$ cat src/rtl/hpt_pkg.sv
package hpt_pkg;

    localparam int NUM_SEGS     = 16;
    localparam int SEG_SEL_W    = $clog2(NUM_SEGS);
    localparam int PTEG_ENTRIES = 8;
    localparam int IDX_W        = $clog2(PTEG_ENTRIES);
    localparam int ENTRY_SHIFT  = 3;
    localparam int GRP_ALIGN    = IDX_W + ENTRY_SHIFT;
    localparam int WORD_W       = 32;
    localparam int VSID_W       = 24;
    localparam int PIDX_W       = 16;
    localparam int RPN_W        = 20;

    localparam logic [31:0] HASH_KEEP    = 32'h0007_FFFF;
    localparam logic [31:0] SEC_HASH_MSK = 32'h01FF_FFC0;
    localparam logic [31:0] CMP_MASK     = 32'h7FFF_FFBF;
    localparam logic [31:0] CONSIST_MASK = 32'hFFFF_F07B;
    localparam int REF_BIT = 8;
    localparam int CHG_BIT = 7;

    typedef enum logic [2:0] {
        ST_HIT      = 3'd0,
        ST_NOMATCH  = 3'd1,
        ST_PROT     = 3'd2,
        ST_NOEXEC   = 3'd3,
        ST_DIRECT   = 3'd4,
        ST_CONFLICT = 3'd5
    } hpt_status_e;

    typedef enum logic [2:0] {
        S_IDLE, S_CHK, S_REQ0, S_GET0, S_GET1, S_WB
    } hpt_state_e;

    typedef struct packed {
        logic rd;
        logic wr;
    } hpt_perm_t;

    function automatic hpt_perm_t decode_perm(input logic key, input logic [1:0] pp);
        hpt_perm_t p;
        if (!key) begin
            p.rd = 1'b1;
            p.wr = (pp != 2'd3);
        end else begin
            case (pp)
                2'd0:    begin p.rd = 1'b0; p.wr = 1'b0; end
                2'd2:    begin p.rd = 1'b1; p.wr = 1'b1; end
                default: begin p.rd = 1'b1; p.wr = 1'b0; end
            endcase
        end
        return p;
    endfunction

    function automatic logic [31:0] first_hash(input logic [VSID_W-1:0] vsid,
                                               input logic [PIDX_W-1:0] pidx);
        logic [31:0] mix;
        mix = {{(32-VSID_W){1'b0}}, vsid} ^ {{(32-PIDX_W){1'b0}}, pidx};
        return (mix & HASH_KEEP) << GRP_ALIGN;
    endfunction

    function automatic logic [31:0] group_base(input logic [31:0] base,
                                               input logic [31:0] hash);
        logic [31:0] msk;
        msk = {7'd0, base[8:0], 16'hFFC0};
        return {base[31:16], 16'h0000} | (hash & msk);
    endfunction

endpackage

$ cat src/rtl/hpt_addr_gen.sv
module hpt_addr_gen
    import hpt_pkg::*;
(
    input  logic [RPN_W-1:0]           va_page,
    input  logic [NUM_SEGS*WORD_W-1:0] seg_flat,
    input  logic [WORD_W-1:0]          table_base,
    input  logic                       user_mode,
    input  logic                       pass,
    output logic                       seg_direct,
    output logic                       seg_noexec,
    output logic                       key,
    output logic [WORD_W-1:0]          grp_addr,
    output logic [WORD_W-1:0]          cmp_word
);
    logic [WORD_W-1:0] segs [NUM_SEGS];

    for (genvar g = 0; g < NUM_SEGS; g++) begin : g_seg
        assign segs[g] = seg_flat[g*WORD_W +: WORD_W];
    end

    logic [WORD_W-1:0]    seg;
    logic [VSID_W-1:0]    vsid;
    logic [PIDX_W-1:0]    pidx;
    logic [WORD_W-1:0]    h_first;
    logic [WORD_W-1:0]    h_second;

    assign seg        = segs[va_page[RPN_W-1 -: SEG_SEL_W]];
    assign vsid       = seg[VSID_W-1:0];
    assign pidx       = va_page[PIDX_W-1:0];
    assign seg_direct = seg[31];
    assign seg_noexec = seg[28];
    assign key        = (seg[29] && user_mode) || (seg[30] && !user_mode);

    assign h_first  = first_hash(vsid, pidx);
    assign h_second = ~h_first & SEC_HASH_MSK;
    assign grp_addr = group_base(table_base, pass ? h_second : h_first);
    assign cmp_word = {1'b0, vsid, 1'b0, pidx[PIDX_W-1 -: 6]};
endmodule

$ cat src/rtl/hpt_pte_eval.sv
module hpt_pte_eval
    import hpt_pkg::*;
(
    input  logic [WORD_W-1:0] w0,
    input  logic [WORD_W-1:0] w1,
    input  logic [WORD_W-1:0] keep,
    input  logic [WORD_W-1:0] cmp_word,
    input  logic              pass,
    output logic              match,
    output logic              differs
);
    assign match   = w0[31] && (w0[6] == pass) && ((w0 & CMP_MASK) == cmp_word);
    assign differs = ((keep ^ w1) & CONSIST_MASK) != '0;
endmodule

$ cat src/rtl/hpt_search.sv
module hpt_search
    import hpt_pkg::*;
(
    input  logic                       clk,
    input  logic                       rst,
    input  logic                       start,
    input  logic [19:0]                va_page,
    input  logic                       is_write,
    input  logic                       is_fetch,
    input  logic                       user_mode,
    input  logic [511:0]               seg_flat,
    input  logic [31:0]                table_base,
    output logic                       mem_rd_en,
    output logic                       mem_wr_en,
    output logic [31:0]                mem_addr,
    output logic [31:0]                mem_wdata,
    input  logic [31:0]                mem_rdata,
    output logic                       done,
    output logic [2:0]                 status,
    output logic [19:0]                rpn,
    output logic                       perm_rd,
    output logic                       perm_wr
);
    localparam logic [IDX_W-1:0] LAST_IDX = IDX_W'(PTEG_ENTRIES - 1);

    hpt_state_e        state_q;
    hpt_status_e       status_q;
    logic [RPN_W-1:0]  page_q;
    logic              wr_q, fetch_q, user_q, pass_q;
    logic [IDX_W-1:0]  idx_q, hit_idx_q, nhit_idx;
    logic              found_q, conflict_q, nfound, nconflict;
    logic [WORD_W-1:0] keep_q, nkeep, w0_q, wb_q, upd_word;
    logic              done_q, prd_q, pwr_q;
    logic [RPN_W-1:0]  rpn_q;

    logic              seg_direct, seg_noexec, key, match, differs;
    logic [WORD_W-1:0] grp_addr, cmp_word;
    hpt_perm_t         perm;
    logic              granted, new_chg;

    hpt_addr_gen u_addr (
        .va_page   (page_q),
        .seg_flat  (seg_flat),
        .table_base(table_base),
        .user_mode (user_q),
        .pass      (pass_q),
        .seg_direct(seg_direct),
        .seg_noexec(seg_noexec),
        .key       (key),
        .grp_addr  (grp_addr),
        .cmp_word  (cmp_word)
    );

    hpt_pte_eval u_eval (
        .w0      (w0_q),
        .w1      (mem_rdata),
        .keep    (keep_q),
        .cmp_word(cmp_word),
        .pass    (pass_q),
        .match   (match),
        .differs (differs)
    );

    // Running result of the group scan including the entry seen this cycle
    always_comb begin
        nfound    = found_q;
        nkeep     = keep_q;
        nhit_idx  = hit_idx_q;
        nconflict = conflict_q;
        if (state_q == S_GET1 && match) begin
            if (!found_q) begin
                nfound   = 1'b1;
                nkeep    = mem_rdata;
                nhit_idx = idx_q;
            end else if (differs) begin
                nconflict = 1'b1;
            end
        end
        perm     = decode_perm(key, nkeep[1:0]);
        granted  = wr_q ? perm.wr : perm.rd;
        new_chg  = nkeep[CHG_BIT] | (wr_q & granted);
        upd_word = nkeep;
        upd_word[REF_BIT] = 1'b1;
        upd_word[CHG_BIT] = new_chg;
    end

    always_comb begin
        mem_rd_en = (state_q == S_REQ0) || (state_q == S_GET0);
        mem_wr_en = (state_q == S_WB);
        mem_wdata = wb_q;
        case (state_q)
            S_REQ0:  mem_addr = grp_addr | {{(WORD_W-GRP_ALIGN){1'b0}}, idx_q, 3'b000};
            S_GET0:  mem_addr = grp_addr | {{(WORD_W-GRP_ALIGN){1'b0}}, idx_q, 3'b100};
            S_WB:    mem_addr = grp_addr | {{(WORD_W-GRP_ALIGN){1'b0}}, hit_idx_q, 3'b100};
            default: mem_addr = grp_addr;
        endcase
    end

    always_ff @(posedge clk) begin
        done_q <= 1'b0;
        if (rst) begin
            state_q    <= S_IDLE;
            status_q   <= ST_NOMATCH;
            page_q     <= '0;
            wr_q       <= 1'b0;
            fetch_q    <= 1'b0;
            user_q     <= 1'b0;
            pass_q     <= 1'b0;
            idx_q      <= '0;
            hit_idx_q  <= '0;
            found_q    <= 1'b0;
            conflict_q <= 1'b0;
            keep_q     <= '0;
            w0_q       <= '0;
            wb_q       <= '0;
            rpn_q      <= '0;
            prd_q      <= 1'b0;
            pwr_q      <= 1'b0;
        end else begin
            case (state_q)
                S_IDLE: if (start) begin
                    page_q  <= va_page;
                    wr_q    <= is_write;
                    fetch_q <= is_fetch;
                    user_q  <= user_mode;
                    pass_q  <= 1'b0;
                    state_q <= S_CHK;
                end
                S_CHK: begin
                    idx_q      <= '0;
                    found_q    <= 1'b0;
                    conflict_q <= 1'b0;
                    rpn_q      <= '0;
                    prd_q      <= 1'b0;
                    pwr_q      <= 1'b0;
                    if (seg_direct) begin
                        status_q <= ST_DIRECT;
                        done_q   <= 1'b1;
                        state_q  <= S_IDLE;
                    end else if (fetch_q && seg_noexec) begin
                        status_q <= ST_NOEXEC;
                        done_q   <= 1'b1;
                        state_q  <= S_IDLE;
                    end else begin
                        state_q <= S_REQ0;
                    end
                end
                S_REQ0: state_q <= S_GET0;
                S_GET0: begin
                    w0_q    <= mem_rdata;
                    state_q <= S_GET1;
                end
                S_GET1: begin
                    found_q    <= nfound;
                    keep_q     <= nkeep;
                    hit_idx_q  <= nhit_idx;
                    conflict_q <= nconflict;
                    if (idx_q != LAST_IDX) begin
                        idx_q   <= idx_q + 1'b1;
                        state_q <= S_REQ0;
                    end else if (nconflict) begin
                        status_q <= ST_CONFLICT;
                        done_q   <= 1'b1;
                        state_q  <= S_IDLE;
                    end else if (nfound) begin
                        status_q <= granted ? ST_HIT : ST_PROT;
                        rpn_q    <= nkeep[WORD_W-1 -: RPN_W];
                        prd_q    <= perm.rd;
                        pwr_q    <= perm.wr & new_chg;
                        wb_q     <= upd_word;
                        if (upd_word != nkeep) begin
                            state_q <= S_WB;
                        end else begin
                            done_q  <= 1'b1;
                            state_q <= S_IDLE;
                        end
                    end else if (!pass_q) begin
                        pass_q  <= 1'b1;
                        idx_q   <= '0;
                        state_q <= S_REQ0;
                    end else begin
                        status_q <= ST_NOMATCH;
                        done_q   <= 1'b1;
                        state_q  <= S_IDLE;
                    end
                end
                S_WB: begin
                    done_q  <= 1'b1;
                    state_q <= S_IDLE;
                end
                default: state_q <= S_IDLE;
            endcase
        end
    end

    assign done    = done_q;
    assign status  = status_q;
    assign rpn     = rpn_q;
    assign perm_rd = prd_q;
    assign perm_wr = pwr_q;

    AST_DONE_ONE_CYCLE: assert property (@(posedge clk) disable iff (rst)
        done |=> !done);
    AST_RD_WR_EXCL: assert property (@(posedge clk) disable iff (rst)
        !(mem_rd_en && mem_wr_en));
    AST_WB_WORD1: assert property (@(posedge clk) disable iff (rst)
        mem_wr_en |-> mem_addr[2:0] == 3'b100);
    AST_WB_REF_SET: assert property (@(posedge clk) disable iff (rst)
        mem_wr_en |-> mem_wdata[REF_BIT]);
    AST_DIRECT_NO_READ: assert property (@(posedge clk) disable iff (rst)
        (state_q == S_CHK && seg_direct) |=> (!mem_rd_en && done));
    AST_WRITE_HIT_PERM: assert property (@(posedge clk) disable iff (rst)
        (done && status == ST_HIT && wr_q) |-> perm_wr);
endmodule

$ cat config.mk
export PLATFORM = sky130hd
export DESIGN_NAME = hpt_search
export DESIGN_NICKNAME = d
export VERILOG_FILES = /design/src/rtl/hpt_pkg.sv /design/src/rtl/hpt_addr_gen.sv /design/src/rtl/hpt_pte_eval.sv /design/src/rtl/hpt_search.sv
export SDC_FILE = /design/constraint.sdc
export NUM_CORES = 1
export LEC_CHECK = 0
export BUFFER_PORTS_ARGS = -buffer_cell sky130_fd_sc_hd__buf_2
export CELL_PAD_IN_SITES_DETAIL_PLACEMENT = 0
export CELL_PAD_IN_SITES_GLOBAL_PLACEMENT = 1
export CORE_AREA = 5 5 270 272
export DETAILED_ROUTE_END_ITERATION = 6
export DIE_AREA = 0 0 275 277
export HOLD_SLACK_MARGIN = 0.15
export PLACE_DENSITY = 0.56
export SYNTH_ARGS = -nofsm -noshare
export SYNTH_HDL_FRONTEND = slang
export SYNTH_HIERARCHICAL = 1
export SYNTH_SLANG_ARGS = --single-unit
$ cat constraint.sdc
create_clock -name clk -period 5.2 [get_ports clk]
set_input_delay 1.56 -clock clk [delete_from_list [all_inputs] [get_ports clk]]
set_output_delay 1.56 -clock clk [all_outputs]
set_load 0.02 [all_outputs]
==> results_dict.tcl, run 1 <==
set metrics [dict create \
    start_kind "input port" \
    hold_path_class "reg -> reg" \
    vias 10959 \
    yosysUniqueCellTypes 58 \
    maxSlewHeadroom 0.417 \
    post-place-ws_ns -0.379 \
    cpPeakStageDelay_ns 0.45 \
    portBuffers 606 \
    firstDrtPassIters 5 \
    drt_first_iter_violations 619 \
    fp.dieH_um 277 \
    grt_max_degree 70 \
    status "finished, final reports clean" \
    vias_per_cell 4.20 \
    track_usage 0.159 \
    rsz0062_at_grt "no" \
    synth_fa_ha_area_frac 0.00236 \
    cp_cell_sequence "buf_2 > mux4_2 > mux2_2 > buf_4 > and3_1 > or4_1 > buf_2" \
    cp_data_arrival_time_ns 3.38 \
    post-cts-setup-buffers 0 \
    die_x_um 275 \
    avgSynthCellArea_sq_um 10.3 \
    wl_per_cell_um 24.2 \
    num_io_pins 694 \
    synth_xor_area_frac 0.0685 \
    holdPathStages 1 \
    ys.flop_type "dfxtp_1" \
    multiInputGateArea_sq_mm 0.00697 \
    drv_cap 0 \
    final_area_sq_mm 0.0156 \
    yosys.area_share.simple 0.145 \
    required_ns 3.64 \
    hold_viol_final 0 \
    crit_type "in -> out" \
    cellPowerDensity_mw_per_mm2 233 \
    path_max_fanout 2 \
    final_cell_mix "buf_2, dfxtp_1, nand2_1" \
    area_delta_synth_final_pct 47.3 \
    gp_congestion 0.883 \
    leakagePower_nw 6.46 \
    rows 98 \
    layout_commonest_cell "buf_2" \
    drt.antenna.violating_nets 0 \
    crit_top_cell "buf_2" \
    synth_warnings 6 \
    register_area_sq_mm 0.00316 \
    synth_top_family_by_area "multiplexers" \
    dp_hpwl_um 54700 \
    ir_drop_mv 0.204 \
    synth_compound_area_frac 0.103 \
    drive_above_1_share 0.527 \
    htreeDepth 4 \
    reg2reg_depth 14 \
    maxSlewViolCount 0 \
    cts_made_buffers 17 \
    max-clock-path-buffers 2 \
    cp-end-kind "primary output" \
    yosysSeqAreaShare 0.296 \
    cts.root.buffer_cell "clkbuf_16" \
    cts_tree "done" \
    cts.sinks 157 \
    grt_pass1_wl_um 86600 \
    grt_antenna_before_repair 40 \
    worst_slack_ns 0.257 \
    grt_pass1_vias 11413 \
    final_nets 2233 \
    synthArstFlopShare 0 \
    r2r_setup_slack_ns 0.46 \
    holdBufCountCts 0 \
    synth-seq-cells 157 \
    fill_cells 7765 \
    tightest_slew_ns 0.875 \
    min_to "rpn[9]" \
    place_area_sq_mm 0.0150 \
    r2r_end "rpn[13]" \
    period_minus_slack_ns 4.94 \
    grt-ovfl-total 0 \
    setup_viol 0 \
    initial_core_util 0.151 \
    fmax_ghz 0.202 \
    finalCritPeriodShare 0.951 \
    critPathSlowestCell "mux4_2" \
    drt_wl_total_um 63200 \
    timing.rr.start "page_q[16]" \
    synth_edf_count 0 \
    synth_mux_area_frac 0.333 \
    min-delay-start "rpn[9]" \
    fin_skew_ns 0.0208 \
    clk_pin_slew_ns 0.06 \
    drcViolationCount 0 \
    syn_area_sq_mm 0.0106 \
    core_sq_mm 0.0705 \
    dieArea_sq_mm 0.0762 \
    syn_inst 1034 \
    fin_setup_tns_ns 0 \
    clock_latency_ns 0.45 \
]
cell usage after synthesis (all sizes together) (12+ instances only):
library cell	n	area, sq um
buf	61	370
clkbuf	44	165
dfxtp	157	3140
nand2	150	563
xnor2	52	455
mux2i	43	468
nor2	85	319
o2bb2ai	26	228
xor2	31	272
a211oi	30	230
o21ai	15	78.8
mux4	131	2950
nor3	12	60.1
a21oi	71	355
where the power goes:
part,switching [mW],leakage (nW),total [mW],internal (mW)
logic,0.520,4.90,1.04,0.524
clock network,0.585,0.297,1.32,0.740
registers,0.0446,1.27,1.27,1.22
total,1.15,6.46,3.63,2.49
state kept, by name, summed over array words and instances (netlist names), 3 cells and up:
name	count
status	3
page_q	20
rpn	20
mem_wdata	32
w0_q	32
keep_q	32
state_q	3
idx_q	3
hit_idx_q	3
metrics by stage:
| step | cells | utilization | power [mW] | hold WS, ns |
|---|---|---|---|---|
| floorplan | 1041 | - | 1.83 | 0.432 |
| global placement | 2560 | 0.212 | 2.36 | 0.442 |
| detailed placement | 2560 | 0.212 | 2.37 | 0.446 |
| CTS | 2592 | 0.221 | 3.72 | 0.465 |
| global route | 2598 | 0.221 | 3.83 | 0.478 |
| finish | 2607 | 0.222 | 3.63 | 0.461 |
worst max path at each step:
stage                              from            end  slack, ns  cells after the start
after floorplan           seg_flat[487]        rpn[10]       0.30                     13
after global placement    seg_flat[496]  mem_wdata[28]      -0.31                     17
after detailed placement  seg_flat[496]  mem_wdata[21]      -0.38                     16
after CTS                 seg_flat[496]  mem_wdata[21]       0.09                     16
after global routing      seg_flat[496]         rpn[1]       0.02                     18
final                     seg_flat[498]   mem_addr[24]       0.26                      7
cell type report:
class | instances | area share
Multi-Input combinational cell | 775 | 0.446
Timing Repair Buffer | 674 | 0.234
Sequential cell | 157 | 0.202
Tap cell | 950 | 0.0760
Clock buffer | 21 | 0.0315
Clock inverter | 11 | 0.00776
Antenna cell | 15 | 0.00240
Inverter | 4 | 0.000961
layer usage:
layer / vias up / wire length [um] / GRT usage
li1: 5061 / - / -
met3: 71 / 5080 / 0.0426
met4: 14 / 948 / 0.0310
met1: 5366 / 27200 / 0.211
met5: - / 86 / 0
met2: 447 / 29900 / 0.263
cells by family (layout without fill, tap and decap cells):
group,Yosys count,after routing
AND/OR/NAND/NOR,331,331
multiplexers,184,184
AO/OA/AOI/OAI,167,167
flip-flops,157,157
buffers and inverters,109,710
XOR/XNOR,83,83
adder cells (fa/ha/maj),2,2
other,1,23
critical path, delay by kind of cell:
family,cells,cell delay (ns)
multiplexers,2,0.78
AND/OR/NAND/NOR,2,0.58
buffers and inverters,3,0.45
repair_timing:
item / in CTS / in global routing
resized for setup: 0 / 4
endpoints found under the setup margin: 0 / 42
hold endpoints to repair: 0 / 0
Power figures use the tool's default switching activity.
==> inputs of run 2 (changes only) <==
==> constraint.sdc (replaced) <==
create_clock -name clk -period 5.2 [get_ports clk]
set_input_delay 1.04 -clock clk [delete_from_list [all_inputs] [get_ports clk]]
set_output_delay 1.04 -clock clk [all_outputs]
set_load 0.02 [all_outputs]
==> run 2 against run 1 <==
  * Via count fell by 0.76%
  * Clock power fell by 5%
  * Design area decreased by 1.1%
  * Critical path type is now reg -> reg
  * Critical endpoint is now mem_wdata[12]
  * Largest cell class unchanged
==> results_dict.tcl, run 2 (synthesis gave the netlist of run 1 again) <==
set metrics [dict create \
    tightest_slew_ns 0.895 \
    rows 98 \
    drt.antenna.violating_nets 0 \
    grt_antenna_before_repair 39 \
    initial_core_util 0.151 \
    multiInputGateArea_sq_mm 0.00696 \
    finalCritPeriodShare 0.901 \
    fmax_ghz 0.214 \
    crit_type "reg -> reg" \
    fill_cells 7775 \
    grt-ovfl-total 0 \
    crit_top_cell "buf_4" \
    fin_setup_tns_ns 0 \
    vias_per_cell 4.19 \
    cts_made_buffers 17 \
    final_nets 2222 \
    drcViolationCount 0 \
    area_delta_synth_final_pct 45.6 \
    maxSlewHeadroom 0.403 \
    whs_ns 0.461 \
    required_ns 5.48 \
    layout_commonest_cell "buf_2" \
    reg2reg_depth 14 \
    die_x_um 275 \
    max-clock-path-buffers 2 \
    grt_max_degree 76 \
    firstDrtPassIters 5 \
    portBuffers 606 \
    cellPowerDensity_mw_per_mm2 230 \
    hold_viol_final 0 \
    clk_pin_slew_ns 0.07 \
    cpPeakStageDelay_ns 0.56 \
    critPathSlowestCell "mux4_2" \
    drv_cap 0 \
    dp_hpwl_um 54400 \
    drt_first_iter_violations 732 \
    gp_congestion 0.933 \
    wl_per_cell_um 24.1 \
    core_sq_mm 0.0705 \
    register_area_sq_mm 0.00316 \
    grt_pass1_vias 11544 \
    holdPathStages 1 \
    clock_latency_ns 0.45 \
    drt_wl_total_um 62600 \
    start_kind "register" \
    cts_tree "done" \
    ir_drop_mv 0.221 \
    period_minus_slack_ns 4.68 \
    final_cell_mix "buf_2, dfxtp_1, nand2_1" \
    cp_data_arrival_time_ns 4.96 \
    fp.dieH_um 277 \
    path_max_fanout 23 \
    rsz0062_at_grt "no" \
    post-cts-setup-buffers 0 \
    track_usage 0.157 \
    grt_pass1_wl_um 85500 \
    hold_path_class "reg -> reg" \
    setup_viol 0 \
    cp_cell_sequence "buf_4 > buf_4 > mux4_2 > mux4_2 > xor2_1 > nor4_1 > buf_4 > nand4_1 > nor4_2 > nor2b_1 > nand2_2 > buf_4 > mux2i_1 > a211oi_1" \
    cts.sinks 157 \
    drive_above_1_share 0.522 \
    holdBufCountCts 0 \
    htreeDepth 4 \
    cts_resized 0 \
    num_io_pins 694 \
    cts.root.buffer_cell "clkbuf_16" \
    maxSlewViolCount 0 \
    cp-end-kind "register" \
    vias 10876 \
    dieArea_sq_mm 0.0762 \
    fin_skew_ns 0.0250 \
    leakagePower_nw 6.37 \
    status "finished, final reports clean" \
]
run 2: worst paths after layout:
path	start	endpoint	slack [ns]
hold reg to reg	rpn[9]	rpn[9]	0.46
hold / removal	rpn[9]	rpn[9]	0.46
setup / recovery	page_q[16]	mem_wdata[12]	0.52
setup reg to reg	page_q[16]	mem_wdata[12]	0.52
run 2: layer usage:
| layer | up-vias | track usage | wire (um) |
|---|---|---|---|
| met5 | - | 0 | 50 |
| met4 | 8 | 0.0354 | 1220 |
| met3 | 78 | 0.0417 | 5070 |
| met2 | 476 | 0.259 | 29500 |
| met1 | 5283 | 0.207 | 26800 |
| li1 | 5031 | - | - |
run 2: layout make-up:
class	instances	area share
Antenna cell	15	0.00243
Clock buffer	19	0.0287
Clock inverter	13	0.00842
Inverter	4	0.000972
Multi-Input combinational cell	775	0.450
Sequential cell	157	0.204
Tap cell	950	0.0769
Timing Repair Buffer	663	0.228
run 2: report_power, final:
group          switching (mW)  total [mW]  internal, mW  leakage, nW
sequential             0.0351        1.26          1.22         1.27
clock                   0.577        1.26         0.685        0.279
combinational           0.533        1.04         0.504         4.82
run 2: metrics by stage:
stage	setup slack (ns)	std cells	area (sq um)	power (mW)	utilization
after global routing	0.203	2584	15400	3.75	0.219
after global placement	0.245	2549	14800	2.34	0.210
final	0.517	2596	15500	3.56	0.219
after CTS	0.453	2581	15400	3.64	0.219
after detailed placement	0.250	2549	14800	2.35	0.210
after floorplan	0.824	1041	10600	1.83	-
run 2: critical path: cells and delay by family (launching register included):
kind            cells  cell delay (ns)
simple gates        5             1.31
buf+inv             4             0.98
flops               1             0.48
xor+xnor            1             0.20
compound gates      1             0.12
mux                 3             1.38
==> inputs of run 3 (changes only) <==
--- a/config.mk
+++ b/config.mk
@@ -8,9 +8,9 @@
 export BUFFER_PORTS_ARGS = -buffer_cell sky130_fd_sc_hd__buf_2
 export CELL_PAD_IN_SITES_DETAIL_PLACEMENT = 0
 export CELL_PAD_IN_SITES_GLOBAL_PLACEMENT = 1
-export CORE_AREA = 5 5 270 272
+export CORE_AREA = 3 3 268 270
 export DETAILED_ROUTE_END_ITERATION = 6
-export DIE_AREA = 0 0 275 277
+export DIE_AREA = 0 0 271 273
 export HOLD_SLACK_MARGIN = 0.15
 export PLACE_DENSITY = 0.56
 export SYNTH_ARGS = -nofsm -noshare
==> run 3 against run 2 <==
  * Combinational power barely moved
  * Setup slack lost 0.10 ns
  * Register-to-register slack worse by 0.10 ns
  * First-iteration DRC count increased by 4.5%
  * Design area about the same
  * Non-clock buffer count unchanged
  * Wire length down 4.0%
  * Global-route usage down 0.16 points
  * Clock skew fell by 0.0071 ns
  * Clock power barely moved
==> results_dict.tcl, run 3 (synthesis gave the netlist of run 1 again) <==
set metrics [dict create \
    grt_antenna_before_repair 38 \
    portBuffers 606 \
    fp.dieH_um 273 \
    leakagePower_nw 6.37 \
    power_switching_mw 1.13 \
    path_max_fanout 31 \
    cts_tree "done" \
    start_kind "register" \
    drcViolationCount 0 \
    hold_viol_final 0 \
    dp_hpwl_um 52500 \
    htreeDepth 4 \
    clk_pin_slew_ns 0.07 \
    hold_path_class "reg -> reg" \
    required_ns 5.54 \
    final_nets 2222 \
    crit_type "reg -> reg" \
    gp_congestion 0.973 \
    worst_slack_ns 0.416 \
    tightest_slew_ns 0.834 \
    combPwrFrac 0.291 \
    core_sq_mm 0.0698 \
    swShare 0.318 \
    post-cts-setup-buffers 0 \
    layout_commonest_cell "buf_2" \
    fmax_ghz 0.209 \
    maxSlewHeadroom 0.443 \
    cts.sinks 157 \
    power_frac_clock 0.355 \
    wl_per_cell_um 23.3 \
    area_delta_synth_final_pct 45.6 \
    power_frac_seq 0.354 \
    whs_ns 0.458 \
    grt_max_degree 56 \
    post-place-ws_ns 0.305 \
    cellPowerDensity_mw_per_mm2 230 \
    setup_viol 0 \
    initial_core_util 0.152 \
    finalCritPeriodShare 0.920 \
    track_usage 0.156 \
    holdPathStages 2 \
    period_minus_slack_ns 4.78 \
    final_cell_mix "buf_2, dfxtp_1, nand2_1" \
    rows 97 \
    p_total_mw 3.55 \
    cts_resized 0 \
    fin_setup_tns_ns 0 \
    grt_pass1_vias 11256 \
    clock_latency_ns 0.44 \
    cp_data_arrival_time_ns 5.13 \
    cts.root.buffer_cell "clkbuf_16" \
    drt_wl_total_um 60100 \
    r2r_setup_slack_ns 0.42 \
    die_x_um 271 \
    cts_made_buffers 17 \
    firstDrtPassIters 5 \
    intPower_mw 2.42 \
    rsz0062_at_grt "no" \
    cp-end-kind "register" \
    reg2reg_depth 13 \
    holdBufCountCts 0 \
    maxSlewViolCount 0 \
    fin_skew_ns 0.0179 \
    grt-ovfl-total 0 \
    ir_drop_mv 0.223 \
    max-clock-path-buffers 2 \
    drt.antenna.violating_nets 0 \
    status "finished, final reports clean" \
    vias 10898 \
    drv_cap 0 \
    dieArea_sq_mm 0.0740 \
    grt_pass1_wl_um 82400 \
    num_io_pins 694 \
    vias_per_cell 4.22 \
    drive_above_1_share 0.522 \
    drt_first_iter_violations 765 \
]
run 3: critical path, cell delays in order (launching register included):
cell	delay [ns]
dfxtp_4	0.74
buf_4	0.38
mux4_2	0.55
mux4_2	0.59
xor2_1	0.23
nor4_1	0.31
nand4_1	0.23
nor4_2	0.26
nor2b_1	0.28
nand2_2	0.21
buf_4	0.34
mux2i_1	0.16
buf_4	0.16
a211oi_1	0.21
run 3: power groups by stage:
stage	Sequential, mW	Combinational [mW]	Clock [mW]
floorplan	1.26	0.566	0
global placement	1.29	1.05	0
detailed placement	1.29	1.06	0
CTS	1.26	1.06	1.31
global route	1.26	1.12	1.35
finish	1.26	1.03	1.26
run 3: worst paths after layout:
kind | startpoint | end
worst max-delay path | page_q[16] | mem_wdata[22]
worst min-delay path | rpn[7] | rpn[7]
worst min register to register | rpn[7] | rpn[7]
worst max register to register | page_q[16] | mem_wdata[22]
run 3: stage by stage:
stage	instances	utilization	instance area (sq um)
after floorplan	1041	-	10600
after global placement	2539	0.213	14800
after detailed placement	2539	0.213	14800
after CTS	2571	0.221	15400
after global routing	2572	0.221	15400
final	2583	0.221	15500
run 3: layout make-up:
class | instances | area, sq um
Fill cell | 7655 | 54300
Multi-Input combinational cell | 775 | 6960
Timing Repair Buffer | 663 | 3540
Sequential cell | 157 | 3160
Tap cell | 940 | 1180
Clock buffer | 20 | 457
Clock inverter | 12 | 126
Antenna cell | 12 | 30.0
Inverter | 4 | 15.0
run 3: layer usage:
layer  routed length, um  vias up  global-route usage
met3                5260       65              0.0485
met2               28800      526               0.262
met5                   0        -                   0
li1                    -     5032                   -
met4                 910        0              0.0280
met1               25200     5275               0.197
